===== src/rtl/irq_pkg.sv =====
package irq_pkg;

    localparam int NSRC    = 3;
    localparam int IDX_W   = $clog2(NSRC);
    localparam int VEC_W   = 11;
    localparam int VEC_STEP = 4;
    localparam int REG_W   = 8;

    // Source index order is also the priority order (0 = highest).
    typedef enum logic [IDX_W-1:0] {
        SRC_PIN  = 2'd0,
        SRC_TMR  = 2'd1,
        SRC_CVT  = 2'd2
    } src_e;

    typedef struct packed {
        logic            rsvd;    // bit7
        logic [NSRC-1:0] flag;    // bits6:4
        logic [NSRC-1:0] en;      // bits3:1
        logic            master;  // bit0
    } ctl_t;

    function automatic logic [VEC_W-1:0] vec_of(input logic [IDX_W-1:0] idx);
        logic [VEC_W-1:0] v;
        v = VEC_W'((int'(idx) + 1) * VEC_STEP);
        return v;
    endfunction

endpackage


===== src/rtl/irq_pin_edge.sv =====
module irq_pin_edge (
    input  logic clk,
    input  logic rst,
    input  logic pin,
    output logic fall
);
    logic pin_q;

    always_ff @(posedge clk) begin
        if (rst) pin_q <= 1'b1;
        else     pin_q <= pin;
    end

    assign fall = pin_q & ~pin;
endmodule


===== src/rtl/irq_ctl_reg.sv =====
module irq_ctl_reg
    import irq_pkg::*;
(
    input  logic                 clk,
    input  logic                 rst,
    input  logic                 we,
    input  logic [REG_W-1:0]     wdata,
    input  logic [NSRC-1:0]      hw_set,
    input  logic                 reti,
    input  logic                 ack_clr,
    input  logic [IDX_W-1:0]     ack_idx,
    output ctl_t                 cur
);
    ctl_t nxt;

    always_comb begin
        nxt = cur;
        if (we) nxt = ctl_t'(wdata);
        nxt.rsvd = 1'b0;
        if (reti) nxt.master = 1'b1;
        if (ack_clr) begin
            nxt.master        = 1'b0;
            nxt.flag[ack_idx] = 1'b0;
        end
        // hardware events override writes and service clears
        nxt.flag = nxt.flag | hw_set;
    end

    always_ff @(posedge clk) begin
        if (rst) cur <= '0;
        else     cur <= nxt;
    end
endmodule


===== src/rtl/irq_arbiter.sv =====
module irq_arbiter
    import irq_pkg::*;
(
    input  ctl_t             cur,
    input  logic             smp,
    input  logic             stk_full,
    output logic             fire,
    output logic [IDX_W-1:0] idx
);
    logic [NSRC-1:0] pend;

    assign pend = cur.flag & cur.en;

    always_comb begin
        idx = '0;
        for (int i = NSRC - 1; i >= 0; i--) begin
            if (pend[i]) idx = IDX_W'(i);
        end
    end

    assign fire = smp & cur.master & ~stk_full & (|pend);
endmodule


===== src/rtl/irq_vector_ctrl.sv =====
module irq_vector_ctrl
    import irq_pkg::*;
(
    input  logic              clk,
    input  logic              rst,
    input  logic              ext_pin,
    input  logic              tmr_ovf,
    input  logic              cvt_done,
    input  logic              stk_full,
    input  logic              smp_stb,
    input  logic              reti_stb,
    input  logic              ret_stb,
    input  logic              reg_we,
    input  logic [7:0]        reg_wdata,
    output logic [7:0]        reg_rdata,
    output logic              ack,
    output logic [10:0]       ack_vec
);
    logic             pin_fall;
    logic [NSRC-1:0]  hw_set;
    logic             fire;
    logic [IDX_W-1:0] win_idx;
    ctl_t             cur;
    logic             ret_seen;

    irq_pin_edge u_edge (
        .clk  (clk),
        .rst  (rst),
        .pin  (ext_pin),
        .fall (pin_fall)
    );

    always_comb begin
        hw_set          = '0;
        hw_set[SRC_PIN] = pin_fall;
        hw_set[SRC_TMR] = tmr_ovf;
        hw_set[SRC_CVT] = cvt_done;
    end

    irq_ctl_reg u_reg (
        .clk     (clk),
        .rst     (rst),
        .we      (reg_we),
        .wdata   (reg_wdata),
        .hw_set  (hw_set),
        .reti    (reti_stb),
        .ack_clr (fire),
        .ack_idx (win_idx),
        .cur     (cur)
    );

    irq_arbiter u_arb (
        .cur      (cur),
        .smp      (smp_stb),
        .stk_full (stk_full),
        .fire     (fire),
        .idx      (win_idx)
    );

    // a plain return has no effect on the master enable
    assign ret_seen = ret_stb;

    always_ff @(posedge clk) begin
        if (rst) begin
            ack     <= 1'b0;
            ack_vec <= '0;
        end else begin
            ack <= fire;
            if (fire) ack_vec <= vec_of(win_idx);
        end
    end

    assign reg_rdata = cur;

    logic unused_ok;
    assign unused_ok = ret_seen;
endmodule


===== config.mk =====
export PLATFORM = sky130hd
export DESIGN_NAME = irq_vector_ctrl
export DESIGN_NICKNAME = d
export VERILOG_FILES = /design/src/rtl/irq_pkg.sv /design/src/rtl/irq_pin_edge.sv /design/src/rtl/irq_ctl_reg.sv /design/src/rtl/irq_arbiter.sv /design/src/rtl/irq_vector_ctrl.sv
export SDC_FILE = /design/constraint.sdc
export NUM_CORES = 1
export LEC_CHECK = 0
export BUFFER_PORTS_ARGS = -buffer_cell sky130_fd_sc_hd__buf_2
export CORE_UTILIZATION = 25
export CTS_CLUSTER_SIZE = 40
export DETAILED_ROUTE_END_ITERATION = 8
export HOLD_SLACK_MARGIN = 0.02
export PLACE_DENSITY = 0.54
export SLEW_MARGIN = 20
export SYNTH_ARGS = -nofsm -noshare
export SYNTH_HDL_FRONTEND = slang
export SYNTH_SLANG_ARGS = --single-unit

===== constraint.sdc =====
create_clock -name clk -period 1.8 [get_ports clk]
set_input_delay 0.36 -clock clk [delete_from_list [all_inputs] [get_ports clk]]
set_output_delay 0.36 -clock clk [all_outputs]
set_load 0.02 [all_outputs]

==> out/metrics.yaml <==
status: "finished clean"
dr.pass1.iters: 6
finalMaxSlewViolations: 0
postCtsHoldBufs: 0
r2r-end: "ack_vec[3]$_SDFFE_PP0N_"
cts_root_buf: "clkbuf_4"
wl_per_cell_um: 10.4
ys_types: 24
avgSynthCellArea_um2: 9.08
ys_ff_latch: 12
cts_tree: "built"
r2r_slack_ps: 200
setup_tns_ps: 0
worst_hold_path.endpoint: "u_edge.pin_q$_SDFF_PP1_"
fin_crit_ps: 1600
core_area_um2: 2300
end_kind: "flip-flop"
rows: 17
synth.most_common_cell: "dfxtp_1"
hold_path_class: "input port to flip-flop"
grtUsageTotal_pct: 10.4
hold_viol_final: 0
die_w_um: 52.1
power_density_nw_per_um2: 767
ys_warn_count: 0
portBuffers: 26
start_kind: "flip-flop"
worst_skew_pair.late_latency_ps: 270
grt_pass1_vias: 488
initial_core_util_pct: 27.3
fp.dieH_um: 52.1
grt.overflow.total: 0
max_freq_ghz: 0.623
grt_max_degree: 13
final_area_um2: 798
fin_nets: 121
synthCells: 69
power_uw: 612
critical_path_class: "flip-flop to flip-flop"
setup_violations: 0
clk_path_buf_depth: 2
clock_tree.htree_level_count: 1
yosys-top-cells-area: "dfxtp_1 38%, buf_4 11%, ha_1 8.0%"
ys.flop_type: "dfxtp_1"
antenna_found_initial: 0
peakVddDrop_uv: 374
clock-sinks: 12
pre_cts_ws_ps: 241
cp.required_ps: 2000
cts_resized: 0
total_leakage_power_nw: 0.394
hpwl_um: 1030
finClkSkew_ps: 0.812
worstHoldPathCells: 3
place_area_um2: 762
gp_congestion: 0.709
fin_crit_sh_pct: 89.1
grt_setup_unrepaired: "no"
initialDrtViolationCount: 12
ant_nets: 0
synth-seq-area-share_pct: 38.3
drc: 0
min_from: "ext_pin"
synth_top_area_cell: "dfxtp_1"
syn_to_final_growth_pct: 27.3
syn_area_um2: 627
crit_start: "u_reg.cur[2]$_SDFFE_PP0P_"
drive_gt1_share_pct: 36.7
worstRegToRegCells: 5
dieArea_um2: 2710
synth_common_cells: "12 x dfxtp_1, 9 x buf_4, 5 x inv_1"
clk_pin_slew_ps: 70
reg2reg_from: "u_reg.cur[2]$_SDFFE_PP0P_"
vias_per_cell: 4.40
synthArstFlopShare_pct: 0
routed_wl_um: 1310
num_vias: 554
synth_top_cell_area_share_pct: 38.3
cp_max_fo: 4
cts_setup_buffers: 0
grt_pass1_wl_um: 2040
finalWorstSetupSlack_ps: 196
cts_buffers: 3
synth_edf_count: 0
worstPathArrival_ps: 1810
cap_violations: 0
io_pins: 38
diodes: 0
[per-layer routing]
| layer | share of wire (%) | wire, um | track usage [%] | vias up |
|---|---|---|---|---|
| li1 | - | - | - | 279 |
| met1 | 46 | 602 | 12.0 | 253 |
| met2 | 48 | 635 | 16.9 | 22 |
| met3 | 5.6 | 74 | 4.39 | 0 |
| met4 | 0 | 0 | 4.05 | 0 |
| met5 | 0 | 0 | 0 | - |
[state kept, by name, summed over array words and instances, names as in the netlist]
signal,count
ack,1
u_reg.cur,7
u_edge.pin_q,1
ack_vec,3
[critical path, cell delays in order, from the launching register on]
cell	delay (ps)
dfxtp_1	380
nand2_1	90
a21oi_1	190
ha_1	260
or3_2	470
a21oi_1	140
[through the flow]
stage	util, %	hold WS, ps	instances
3_5_place_dp	33.2	423	122
2_1_floorplan	-	401	77
5_1_grt	34.7	269	126
3_3_place_gp	33.2	410	122
6_report	34.7	267	126
4_1_cts	34.7	260	126
[area by class of cell]
cell class	instances	area [um2]
tap	28	35.0
inverter	5	18.8
fill	246	1500
multi-input combinational	49	323
clock buffer	4	36.3
timing repair buffer	28	145
sequential	12	240
[power breakdown]
| part | internal [mW] | switching [mW] | total (mW) |
|---|---|---|---|
| clock | 0.123 | 0.0903 | 0.213 |
| combinational | 0.0407 | 0.0673 | 0.108 |
| sequential | 0.279 | 0.0120 | 0.291 |
[layout by cell type, fill, tap and decap left out, types with 2 or more instances in the layout]
cell type  netlist  layout
buf_2            0      26
dfxtp_1         12      12
conb_1           1       9
inv_1            5       5
mux2i_1          4       4
nor2_1           4       4
a211oi_1         4       4
ha_1             4       4
nand2_1          3       3
a21oi_1          3       3
nor2b_1          3       3
clkbuf_4         0       3
a311oi_1         2       2
o21ai_0          2       2
nor3_1           2       2
buf_4            9       2
[how the worst max path moves through the flow]
stage	endpoint	cells after the start
final	ack_vec[3]$_SDFFE_PP0N_	5
after global routing	ack_vec[3]$_SDFFE_PP0N_	5
after floorplan	ack_vec[3]$_SDFFE_PP0N_	5
after CTS	ack_vec[4]$_SDFFE_PP0N_	6
after global placement	ack_vec[3]$_SDFFE_PP0N_	5
after detailed placement	ack_vec[3]$_SDFFE_PP0N_	5
[cell families after synthesis]
| family | share of synthesized area, % |
|---|---|
| AND/OR/NAND/NOR | 15.8 |
| buffers and inverters | 15.0 |
| AO/OA/AOI/OAI | 16.0 |
| flip-flops | 38.3 |
| multiplexers | 6.39 |
| adder cells (fa/ha/maj) | 7.98 |
| other | 0.598 |
(Power assumes the default switching activity.)
